--- config.mk ---
export PLATFORM = sky130hd
export DESIGN_NAME = dc_hadamard4
export DESIGN_NICKNAME = d
export VERILOG_FILES = /design/src/rtl/dch4_pkg.sv /design/src/rtl/dch4_row_pass.sv /design/src/rtl/dch4_col_pass.sv /design/src/rtl/dch4_finish.sv /design/src/rtl/dc_hadamard4.sv
export SDC_FILE = /design/constraint.sdc
export NUM_CORES = 1
export LEC_CHECK = 0
export CORE_UTILIZATION = 35
export CTS_CLUSTER_DIAMETER = 120
export DETAILED_ROUTE_END_ITERATION = 8
export DONT_BUFFER_PORTS = 1
export GPL_ROUTABILITY_DRIVEN = 0
export MAX_ROUTING_LAYER = met4
export PLACE_DENSITY = 0.48
export SETUP_SLACK_MARGIN = 0.3
export SLEW_MARGIN = 0
export SYNTH_ARGS = -nofsm -noshare
export SYNTH_HDL_FRONTEND = slang
export SYNTH_HIERARCHICAL = 1
export SYNTH_SLANG_ARGS = --single-unit
--- constraint.sdc ---
create_clock -name clk -period 9.43 [get_ports clk]
set_input_delay 0.943 -clock clk [delete_from_list [all_inputs] [get_ports clk]]
set_output_delay 0.943 -clock clk [all_outputs]
set_load 0.02 [all_outputs]
--- src/rtl/dch4_pkg.sv ---
package dch4_pkg;

    // Transform order is fixed by the butterfly structure.
    localparam int unsigned N       = 4;
    localparam int unsigned IDX_W   = $clog2(N);

    // Default datapath settings.
    localparam int unsigned DEF_DW   = 16;
    localparam int unsigned DEF_AW   = 32;
    localparam int unsigned DEF_PRE  = 2;
    localparam int unsigned DEF_POST = 3;
    localparam int unsigned DEF_BIAS = 3;

    typedef enum logic {
        PH_FILL  = 1'b0,
        PH_DRAIN = 1'b1
    } phase_e;

    typedef struct packed {
        phase_e             ph;
        logic [IDX_W-1:0]   wr_idx;
        logic [IDX_W-1:0]   rd_idx;
    } ctl_t;

    localparam logic [IDX_W-1:0] LAST_IDX = IDX_W'(N - 1);

endpackage

--- src/rtl/dch4_row_pass.sv ---
module dch4_row_pass
    import dch4_pkg::*;
#(
    parameter int unsigned DW  = DEF_DW,
    parameter int unsigned PRE = DEF_PRE
) (
    input  logic [N*DW-1:0] row_i,
    output logic [N*DW-1:0] row_o
);

    logic signed [DW-1:0] s [N];

    for (genvar g = 0; g < N; g++) begin : g_scale
        assign s[g] = $signed(row_i[g*DW +: DW]) <<< PRE;
    end

    logic signed [DW-1:0] sp, sq, su, sw;
    logic signed [DW-1:0] y0, y1, y2, y3;

    always_comb begin
        sp = s[0] + s[2];
        sq = s[0] - s[2];
        su = s[1] + s[3];
        sw = s[1] - s[3];
        y0 = sp + su + {{(DW-1){1'b0}}, (sp != '0)};
        y1 = sq + sw;
        y2 = sq - sw;
        y3 = sp - su;
    end

    assign row_o = {y3, y2, y1, y0};

endmodule

--- src/rtl/dch4_col_pass.sv ---
module dch4_col_pass
    import dch4_pkg::*;
#(
    parameter int unsigned DW = DEF_DW,
    parameter int unsigned AW = DEF_AW
) (
    input  logic [N*N*DW-1:0] tile_i,
    input  logic [IDX_W-1:0]  sel_i,
    output logic [N*AW-1:0]   row_o
);

    function automatic logic signed [AW-1:0] sx(input logic [DW-1:0] x);
        return {{(AW-DW){x[DW-1]}}, x};
    endfunction

    for (genvar c = 0; c < N; c++) begin : g_col
        logic signed [AW-1:0] r0, r1, r2, r3;
        logic signed [AW-1:0] cp, cq, cu, cw;
        logic signed [AW-1:0] term;

        assign r0 = sx(tile_i[(0*N + c)*DW +: DW]);
        assign r1 = sx(tile_i[(1*N + c)*DW +: DW]);
        assign r2 = sx(tile_i[(2*N + c)*DW +: DW]);
        assign r3 = sx(tile_i[(3*N + c)*DW +: DW]);

        always_comb begin
            cp = r0 + r2;
            cq = r0 - r2;
            cu = r1 + r3;
            cw = r1 - r3;
            case (sel_i)
                2'd0:    term = cp + cu;
                2'd1:    term = cq + cw;
                2'd2:    term = cq - cw;
                default: term = cp - cu;
            endcase
        end

        assign row_o[c*AW +: AW] = term;
    end

endmodule

--- src/rtl/dch4_finish.sv ---
module dch4_finish
    import dch4_pkg::*;
#(
    parameter int unsigned DW   = DEF_DW,
    parameter int unsigned AW   = DEF_AW,
    parameter int unsigned POST = DEF_POST,
    parameter int unsigned BIAS = DEF_BIAS
) (
    input  logic [N*AW-1:0] acc_i,
    output logic [N*DW-1:0] res_o
);

    localparam logic signed [AW-1:0] HI = {{(AW-DW+1){1'b0}}, {(DW-1){1'b1}}};
    localparam logic signed [AW-1:0] LO = {{(AW-DW+1){1'b1}}, {(DW-1){1'b0}}};
    localparam logic signed [AW-1:0] BIAS_V = AW'(BIAS);

    for (genvar g = 0; g < N; g++) begin : g_lane
        logic signed [AW-1:0] v, t, q;
        logic [DW-1:0]        lane;

        assign v = $signed(acc_i[g*AW +: AW]);
        assign t = v + $signed({{(AW-1){1'b0}}, v[AW-1]}) + BIAS_V;
        assign q = t >>> POST;

        always_comb begin
            if (q > HI)      lane = HI[DW-1:0];
            else if (q < LO) lane = LO[DW-1:0];
            else             lane = q[DW-1:0];
        end

        assign res_o[g*DW +: DW] = lane;
    end

endmodule

--- src/rtl/dc_hadamard4.sv ---
module dc_hadamard4
    import dch4_pkg::*;
#(
    parameter int unsigned DW   = DEF_DW,
    parameter int unsigned AW   = DEF_AW,
    parameter int unsigned PRE  = DEF_PRE,
    parameter int unsigned POST = DEF_POST,
    parameter int unsigned BIAS = DEF_BIAS
) (
    input  logic            clk,
    input  logic            rst,
    input  logic            in_valid,
    output logic            in_ready,
    input  logic [N*DW-1:0] in_row,
    output logic            out_valid,
    input  logic            out_ready,
    output logic [N*DW-1:0] out_row
);

    localparam int unsigned ROW_W  = N * DW;
    localparam int unsigned TILE_W = N * ROW_W;

    ctl_t              ctl;
    logic [TILE_W-1:0] tile_q;
    logic [ROW_W-1:0]  row_fp;
    logic [N*AW-1:0]   col_terms;

    logic in_fire, out_fire;

    assign in_ready  = (ctl.ph == PH_FILL);
    assign out_valid = (ctl.ph == PH_DRAIN);
    assign in_fire   = in_valid && in_ready;
    assign out_fire  = out_valid && out_ready;

    dch4_row_pass #(.DW(DW), .PRE(PRE)) u_row (
        .row_i (in_row),
        .row_o (row_fp)
    );

    always_ff @(posedge clk) begin
        if (rst) begin
            ctl    <= '{ph: PH_FILL, wr_idx: '0, rd_idx: '0};
            tile_q <= '0;
        end else begin
            if (in_fire) begin
                tile_q[ctl.wr_idx*ROW_W +: ROW_W] <= row_fp;
                ctl.wr_idx <= ctl.wr_idx + 1'b1;
                if (ctl.wr_idx == LAST_IDX) ctl.ph <= PH_DRAIN;
            end
            if (out_fire) begin
                ctl.rd_idx <= ctl.rd_idx + 1'b1;
                if (ctl.rd_idx == LAST_IDX) ctl.ph <= PH_FILL;
            end
        end
    end

    dch4_col_pass #(.DW(DW), .AW(AW)) u_col (
        .tile_i (tile_q),
        .sel_i  (ctl.rd_idx),
        .row_o  (col_terms)
    );

    dch4_finish #(.DW(DW), .AW(AW), .POST(POST), .BIAS(BIAS)) u_fin (
        .acc_i (col_terms),
        .res_o (out_row)
    );


    busy_chk: assert property (@(posedge clk) disable iff (rst)
        out_valid |-> !in_ready);


    fill_done_chk: assert property (@(posedge clk) disable iff (rst)
        (in_fire && ctl.wr_idx == LAST_IDX) |=> out_valid);


    hold_chk: assert property (@(posedge clk) disable iff (rst)
        (out_valid && !out_ready) |=> (out_valid && $stable(out_row)));


    reopen_chk: assert property (@(posedge clk) disable iff (rst)
        (out_fire && ctl.rd_idx == LAST_IDX) |=> (in_ready && !out_valid));


    order_chk: assert property (@(posedge clk) disable iff (rst)
        $rose(out_valid) |-> (ctl.rd_idx == '0));

endmodule

==> Implementation_results.wiki, run 1 <==
{| class="wikitable"
! Metric !! Value
|-
| Initial core utilization || 35.3%
|-
| Worst setup path category || reg2out
|-
| Final Hold Viols || 0
|-
| Average cell area after synthesis || 7.30 µm²
|-
| Clock network latency to the later pin of the worst-skew pair || 570 ps
|-
| IR Drop Worst-Case VDD || 0.142 mV
|-
| Num ports || 134
|-
| Layout Area Growth over Synthesis || 6.06%
|-
| Library cell occupying the most area in the post-synthesis netlist || sky130_fd_sc_hd__ha_1
|-
| Largest clock skew in the final design || 29.1 ps
|-
| Number of instances in the synthesized netlist || 5260
|-
| Worst Hold Path Cells || 2
|-
| Top flip-flop cell by instance count after synthesis || sky130_fd_sc_hd__dfxtp_1
|-
| Data arrival time of the critical path || 7650 ps
|-
| Depth of the most critical reg-to-reg path || 6
|-
| F_max || 116 MHz
|-
| Routed vias/inst || 5.39
|-
| Share of synthesized area occupied by flip-flops and latches || 13.6%
|-
| Hold crit path type || reg2reg
|-
| Worst Setup Slack, final || 833 ps
|-
| Remaining max-slew budget at the tightest pin || 13.0%
|-
| Share of the synthesized area in the top cell type || 16.7%
|-
| GRT overflow || 0
|-
| Result of the run || completed
|-
| Count of unique library cells instantiated by Yosys || 122
|-
| Unrepaired setup endpoints after global routing || no
|-
| Post-synthesis instance area || 38400 µm²
|-
| Crit path max fanout || 15
|-
| Global router's overall resource usage || 21.4%
|-
| Flip-flop and latch count after synthesis || 261
|-
| Ranking of synthesized cells by area || sky130_fd_sc_hd__ha_1 17%, sky130_fd_sc_hd__dfxtp_1 14%, sky130_fd_sc_hd__xnor2_1 9.4%, sky130_fd_sc_hd__a21oi_1 7.1%, sky130_fd_sc_hd__inv_1 4.2%
|-
| Chip Width || 333 µm
|-
| Post-placement setup slack || 376 ps
|-
| Worst-case clock buffer depth || 3
|-
| Async S/R FF share, synth || 0%
|-
| WL/cell || 18.3 µm
|-
| CTS root buf || sky130_fd_sc_hd__clkbuf_16
|-
| Clock sinks || 261
|-
| Initial antenna violation count || 1
|-
| Hold_buf cts || 0
|-
| Iteration-0 DRC Markers || 2211
|-
| Final routed DRC violation total || 0
|-
| Yosys warns || 6
|-
| Static Leakage || 17.0 nW
|-
| Length of the first detailed-routing pass in iterations || 6
|-
| Setup Total Neg Slack || 0 ps
|-
| Maximum number of pins on one net before global-route repair || 200
|-
| Power Dens Cells || 202 nW/µm²
|-
| Slew at the pin with the worst max-slew slack || 1300 ps
|-
| Area enclosed by the die boundary || 111000 µm²
|-
| DIE HEIGHT || 333 µm
|-
| H-Tree Depth || 2
|-
| Worst path slowest cell || sky130_fd_sc_hd__or4_4
|-
| Reported max-cap violation count || 0
|-
| CTS tree || done
|-
| Largest stage delay, worst path || 560 ps
|-
| Remaining number of nets flagged by the antenna check after routing || 0
|-
| Min Tclk post-route || 8600 ps
|-
| Ratio of final minimum period to clock period || 91.2%
|-
| Number of flops mapped to enable cells by yosys || 0
|-
| Vias post-DR || 35070
|-
| List of most frequent post-synthesis cells || 545 x sky130_fd_sc_hd__a21oi_1, 512 x sky130_fd_sc_hd__ha_1, 432 x sky130_fd_sc_hd__inv_1
|-
| Clock transition time at the flip-flop clock pins of the worst setup and hold paths || 60 ps
|-
| Critical path's most frequent cell || sky130_fd_sc_hd__xnor2_1
|-
| Final wirelength || 119000 µm
|-
| Ratio of cells with drive above 1 in the final layout || 6.65%
|-
| Placement Rows || 121
|-
| Final max-slew violation count || 0
|-
| Net total in the final layout || 5681
|-
| Std-Cell Core Area || 109000 µm²
|-
| Endpoint kind of the worst setup timing path || primary output
|-
| Required time worst endpoint || 8490 ps
|-
| Most instantiated library cell after synthesis || sky130_fd_sc_hd__a21oi_1
|-
| First-pass GRT wire length || 186000 µm
|-
| DPL Wire Length || 91900 µm
|-
| Count of endpoints failing setup in the final report || 0
|-
| Critical path startpoint category || flop
|-
| Number of buffers inserted during clock tree synthesis || 36
|-
| Via count of the first global-routing pass || 33009
|-
| Number of buffer cells added on primary ports || 0
|}
[cell families after synthesis]
logic type                 Yosys count  share of synthesized area, %
other                                1                       0.00976
xor gates and xnor gates           585                          13.4
adders and majority gates          544                          18.3
AOI/OAI and AO/OA                 1428                          24.2
DFF                                261                          13.6
muxes                               31                         0.817
and+or+nand+nor                   1657                          21.1
buffers and inverters              753                          8.49
[registers in the layout, indices dropped and copies added (netlist names)]
register   cells
ctl            4
tile_q       256
out_valid      1
[power by group]
part           switching, W  internal, W  leakage, nW
Combinational       0.00345      0.00216         14.3
Sequential        0.0000433      0.00114         2.11
Clock              0.000562     0.000856        0.597
[routing by layer]
metal	vias up	global-route usage, %	wire [µm]
li1	17946	-	-
met1	16429	27.9	57000
met2	580	34.9	54200
met3	115	2.69	5110
met4	0	5.22	2810
met5	-	-	0
[stage by stage]
step / hold slack [ps] / std cells / utilization [%] / total power (W) / area (µm²)
5_1_grt: 474 / 6509 / 37.4 / 0.00886 / 40700
4_1_cts: 456 / 6504 / 37.2 / 0.00820 / 40500
3_3_place_gp: 458 / 6440 / 36.0 / 0.00672 / 39200
2_1_floorplan: 449 / 5266 / - / 0.00537 / 38400
6_report: 469 / 6510 / 37.4 / 0.00821 / 40700
3_5_place_dp: 464 / 6440 / 36.0 / 0.00674 / 39200
[area by class of cell]
class                           instances  area [µm²]
Timing Repair Buffer                   80         612
Fill cell                           11584       68100
Inverter                              437        1640
Clock buffer                           51        1040
Tap cell                             1414        1770
Clock inverter                         13         171
Multi-Input combinational cell       4253       30300
Antenna cell                            1        2.50
Sequential cell                       261        5230
[layout by cell type (no fill, tap or decap), types with 18 or more instances in the layout]
master and instances:
sky130_fd_sc_hd__nor3_1 108, sky130_fd_sc_hd__o21bai_1 54, sky130_fd_sc_hd__nand2b_1 82, sky130_fd_sc_hd__xor2_1 170, sky130_fd_sc_hd__and3_1 39, sky130_fd_sc_hd__nor2b_1 85, sky130_fd_sc_hd__nand2_1 427, sky130_fd_sc_hd__a31oi_1 61
sky130_fd_sc_hd__a211oi_1 28, sky130_fd_sc_hd__o21a_1 41, sky130_fd_sc_hd__and2_1 29, sky130_fd_sc_hd__ha_1 510, sky130_fd_sc_hd__mux2i_1 25, sky130_fd_sc_hd__nor2_1 380, sky130_fd_sc_hd__clkbuf_16 37, sky130_fd_sc_hd__nor4_1 29
sky130_fd_sc_hd__a21oi_1 543, sky130_fd_sc_hd__dfxtp_1 261, sky130_fd_sc_hd__o31ai_1 32, sky130_fd_sc_hd__a311oi_1 18, sky130_fd_sc_hd__xnor2_1 409, sky130_fd_sc_hd__o21ai_0 253, sky130_fd_sc_hd__nand3_1 288, sky130_fd_sc_hd__a21boi_0 27
sky130_fd_sc_hd__buf_4 77, sky130_fd_sc_hd__inv_1 432, sky130_fd_sc_hd__nand4_1 28, sky130_fd_sc_hd__a32o_2 60, sky130_fd_sc_hd__or3_1 40, sky130_fd_sc_hd__or2_2 23, sky130_fd_sc_hd__fa_1 32, sky130_fd_sc_hd__o211ai_1 21
sky130_fd_sc_hd__a21o_1 59
[timing repair]
action / 4_1_cts / 5_1_grt
pin swaps: 0 / 7
buffers inserted: 0 / 4
resized for setup: 5 / 48
cloned: 0 / 1
endpoints found under the setup margin: 34 / 63
[worst max-delay path, delay by kind of cell, from the launching register on]
family          cells  cell delay [ps]
compound gates     12             2730
xor+xnor            3              650
fa+ha+maj           2              750
buf+inv             3              450
flops               1              360
mux                 2              540
simple gates        7             1630
[path summary, 6_finish.rpt]
kind | start | endpoint | slack [ps]
max | tile_q[211] | out_row[16] | 830
min reg2reg | tile_q[223] | tile_q[223] | 470
min | tile_q[223] | tile_q[223] | 470
max reg2reg | ctl[2] | tile_q[19] | 6440
Note: power is estimated with default switching activity, not from simulation.
==> run 2, diff against run 1 <==
Settings changed: ABC_AREA set to 1, CELL_PAD_IN_SITES_DETAIL_PLACEMENT set to 1, CELL_PAD_IN_SITES_GLOBAL_PLACEMENT set to 1, PLACE_DENSITY 0.48 to 0.64.
==> run 2 against run 1 <==
Synthesized cell count up 47%. Flip-flop and latch count unchanged. Non-clock buffer count down 54. Critical endpoint is now out_row[12]. Largest power group unchanged.
==> Implementation_results.wiki, run 2 <==
{| class="wikitable"
! Metric !! Value
|-
| IR Drop Worst-Case VDD || 0.102 mV
|-
| Ranking of synthesized cells by area || sky130_fd_sc_hd__nand2_1 19%, sky130_fd_sc_hd__ha_1 14%, sky130_fd_sc_hd__dfxtp_1 12%, sky130_fd_sc_hd__inv_1 9.3%, sky130_fd_sc_hd__a21oi_1 7.8%
|-
| Clock transition time at the flip-flop clock pins of the worst setup and hold paths || 60 ps
|-
| Ratio of final minimum period to clock period || 89.6%
|-
| Multiplexer share of the synthesized area || 0.114%
|-
| Most common cell after layout, fill and taps aside || sky130_fd_sc_hd__nand2_1
|-
| DPL Wire Length || 133000 µm
|-
| Number of standard cells in the layout, taps in and fillers out || 9180
|-
| Worst path slowest cell || sky130_fd_sc_hd__fa_1
|-
| Fillers || 17305
|-
| Final wirelength || 161000 µm
|-
| Worst-case clock buffer depth || 3
|-
| Number of flip-flops under the largest register name || 256
|-
| Slew at the pin with the worst max-slew slack || 1100 ps
|-
| H-Tree Depth || 2
|-
| First-pass GRT wire length || 254000 µm
|-
| Global router's overall resource usage || 24.6%
|-
| Worst Hold Path Cells || 1
|-
| Number of flops mapped to enable cells by yosys || 0
|-
| Register bank with the most flops || tile_q
|-
| Count of endpoints failing setup in the final report || 0
|-
| Critical path startpoint category || flop
|-
| Global-route layer with the greatest usage || met2
|-
| Via count of the first global-routing pass || 46962
|-
| Maximum number of pins on one net before global-route repair || 261
|-
| Area enclosed by the die boundary || 130000 µm²
|-
| Count of unique library cells instantiated by Yosys || 69
|-
| Remaining max-slew budget at the tightest pin || 26.9%
|-
| Ant. Diodes || 0
|-
| Post-placement cell count || 9120
|-
| Hold crit path type || in2reg
|-
| Compound-cell area share of the yosys netlist || 15.2%
|-
| Reg-to-reg critical path endpoint || tile_q[13]
|-
| Unrepaired setup endpoints after global routing || no
|-
| Number of buffer cells added on primary ports || 0
|-
| Placement Rows || 131
|-
| Endpoint kind of the worst setup timing path || primary output
|-
| Largest stage delay, worst path || 530 ps
|-
| Post-placement setup slack || 1410 ps
|-
| Library cell occupying the most area in the post-synthesis netlist || sky130_fd_sc_hd__nand2_1
|-
| Power Dens Cells || 168 nW/µm²
|-
| CTS root buf || sky130_fd_sc_hd__clkbuf_16
|-
| Largest clock skew in the final design || 32.7 ps
|-
| Layout Area Growth over Synthesis || 3.97%
|-
| Data arrival time of the critical path || 7510 ps
|-
| Result of the run || completed
|-
| Net total in the final layout || 8107
|-
| WL/cell || 17.6 µm
|-
| Depth of the most critical reg-to-reg path || 9
|-
| Setup Total Neg Slack || 0 ps
|-
| Vias post-DR || 47209
|-
| Met2 capacity usage during global routing || 40.8%
|-
| Initial antenna violation count || 0
|-
| Top flip-flop cell by instance count after synthesis || sky130_fd_sc_hd__dfxtp_1
|-
| CTS tree || done
|-
| F_max || 118 MHz
|-
| Remaining number of nets flagged by the antenna check after routing || 0
|-
| Critical path's most frequent cell || sky130_fd_sc_hd__nand2_1
|-
| Worst Setup Slack, final || 980 ps
|-
| Iteration-0 DRC Markers || 2427
|-
| Flip-flop and latch count after synthesis || 261
|-
| Crit path max fanout || 52
|-
| Most used cells in the layout excluding fill and tap cells || 2298 x sky130_fd_sc_hd__nand2_1, 1109 x sky130_fd_sc_hd__inv_1, 704 x sky130_fd_sc_hd__a21oi_1, 655 x sky130_fd_sc_hd__nor2_1, 509 x sky130_fd_sc_hd__ha_1
|-
| Share of synthesized area occupied by flip-flops and latches || 11.6%
|-
| DIE HEIGHT || 361 µm
|-
| Std-Cell Core Area || 128000 µm²
|-
| Required time worst endpoint || 8490 ps
|-
| Clock sinks || 261
|-
| Most instantiated library cell after synthesis || sky130_fd_sc_hd__nand2_1
|-
| Ratio of cells with drive above 1 in the final layout || 4.40%
|-
| Origin of the worst setup path || tile_q[192]
|-
| Post-synthesis instance area || 45100 µm²
|-
| Routed vias/inst || 5.14
|-
| Initial core utilization || 35.3%
|-
| Length of the first detailed-routing pass in iterations || 5
|-
| Yosys warns || 6
|-
| Clock network latency to the later pin of the worst-skew pair || 560 ps
|-
| Average cell area after synthesis || 5.82 µm²
|-
| Final Hold Viols || 0
|-
| Static Leakage || 24.4 nW
|-
| Xor/xnor share of the synthesized area || 7.47%
|-
| Worst setup path category || reg2out
|-
| Number of instances in the synthesized netlist || 7738
|-
| Final routed DRC violation total || 0
|-
| Last element of the critical path || out_row[12]
|-
| List of most frequent post-synthesis cells || 2299 x sky130_fd_sc_hd__nand2_1, 1112 x sky130_fd_sc_hd__inv_1, 704 x sky130_fd_sc_hd__a21oi_1
|-
| Number of buffers inserted during clock tree synthesis || 35
|-
| Arithmetic-cell share of the synthesized area counting full adders, half adders and majority gates || 15.6%
|-
| Synthesized-area fraction occupied by and/or/nand/nor cells || 36.4%
|-
| Dominant combinational cell family by area after synthesis || simple AND/OR/NAND/NOR gates
|-
| Worst reg2reg setup slack || 5390 ps
|-
| Chip Width || 361 µm
|-
| Min Tclk post-route || 8450 ps
|-
| Startpoint of the worst register-to-register path || ctl[2]
|-
| Async S/R FF share, synth || 0%
|-
| Met1 layer usage reported by global route || 33.3%
|-
| Num ports || 134
|-
| Met3 routing resource usage after global routing || 1.88%
|-
| Reported max-cap violation count || 0
|-
| GRT overflow || 0
|-
| Share of the synthesized area in the top cell type || 19.2%
|-
| Final max-slew violation count || 0
|}
## run 2: report_power, final
| group | leakage [nW] | switching [W] | total [W] | internal [W] |
|---|---|---|---|---|
| sequential | 2.11 | 0.0000369 | 0.00117 | 0.00114 |
| combinational | 21.7 | 0.00377 | 0.00529 | 0.00152 |
| clock | 0.589 | 0.000540 | 0.00142 | 0.000875 |
| total | 24.4 | 0.00434 | 0.00788 | 0.00354 |
## run 2: critical path: cells and delay by family (launching register included)
kind	cells	cell delay (ps)
simple gates	30	4170
flops	1	390
fa+ha+maj	4	1230
buf+inv	4	510
compound gates	3	620
## run 2: worst min path at each step
stage                      startpoint     endpoint
after floorplan           tile_q[226]  tile_q[226]
after global placement    tile_q[182]  tile_q[182]
after detailed placement  tile_q[146]  tile_q[146]
after CTS                 tile_q[146]  tile_q[146]
after global routing              rst  tile_q[102]
final                             rst  tile_q[100]
## run 2: kinds of logic after synthesis
group                      Yosys count
and+or+nand+nor                   3853
buffers and inverters             1466
AOI/OAI and AO/OA                 1228
adders and majority gates          544
xor gates and xnor gates           380
DFF                                261
muxes                                5
other                                1
## run 2: what timing repair did
item / CTS / global route
setup endpoints to repair: 0 / 45
hold buffers: 0 / 0
resized for setup: 0 / 5
buffers inserted: 0 / 0
## run 2: stage by stage
step / hold slack [ps] / total power, W / util, % / area (µm²)
4_1_cts: 486 / 0.00789 / 36.7 / 46800
2_1_floorplan: 461 / 0.00510 / - / 45100
5_1_grt: 460 / 0.00852 / 36.7 / 46800
3_5_place_dp: 477 / 0.00644 / 35.7 / 45600
6_report: 480 / 0.00788 / 36.7 / 46800
3_3_place_gp: 472 / 0.00635 / 35.7 / 45600
## run 2: cell type report
cell class / instances / area, µm² / area share [%]
sequential: 261 / 5230 / 11.2
timing repair buffer: 26 / 203 / 0.433
multi-input combinational: 6017 / 33800 / 72.1
clock inverter: 12 / 210 / 0.449
clock buffer: 48 / 995 / 2.12
inverter: 1154 / 4350 / 9.28
tap: 1662 / 2080 / 4.44
## run 2: metal layers
layer / share of wire [%] / vias to the layer above
li1: - / 24067
met1: 50 / 22509
met2: 46 / 520
met3: 2.7 / 113
met4: 1.3 / 0
met5: 0 / -
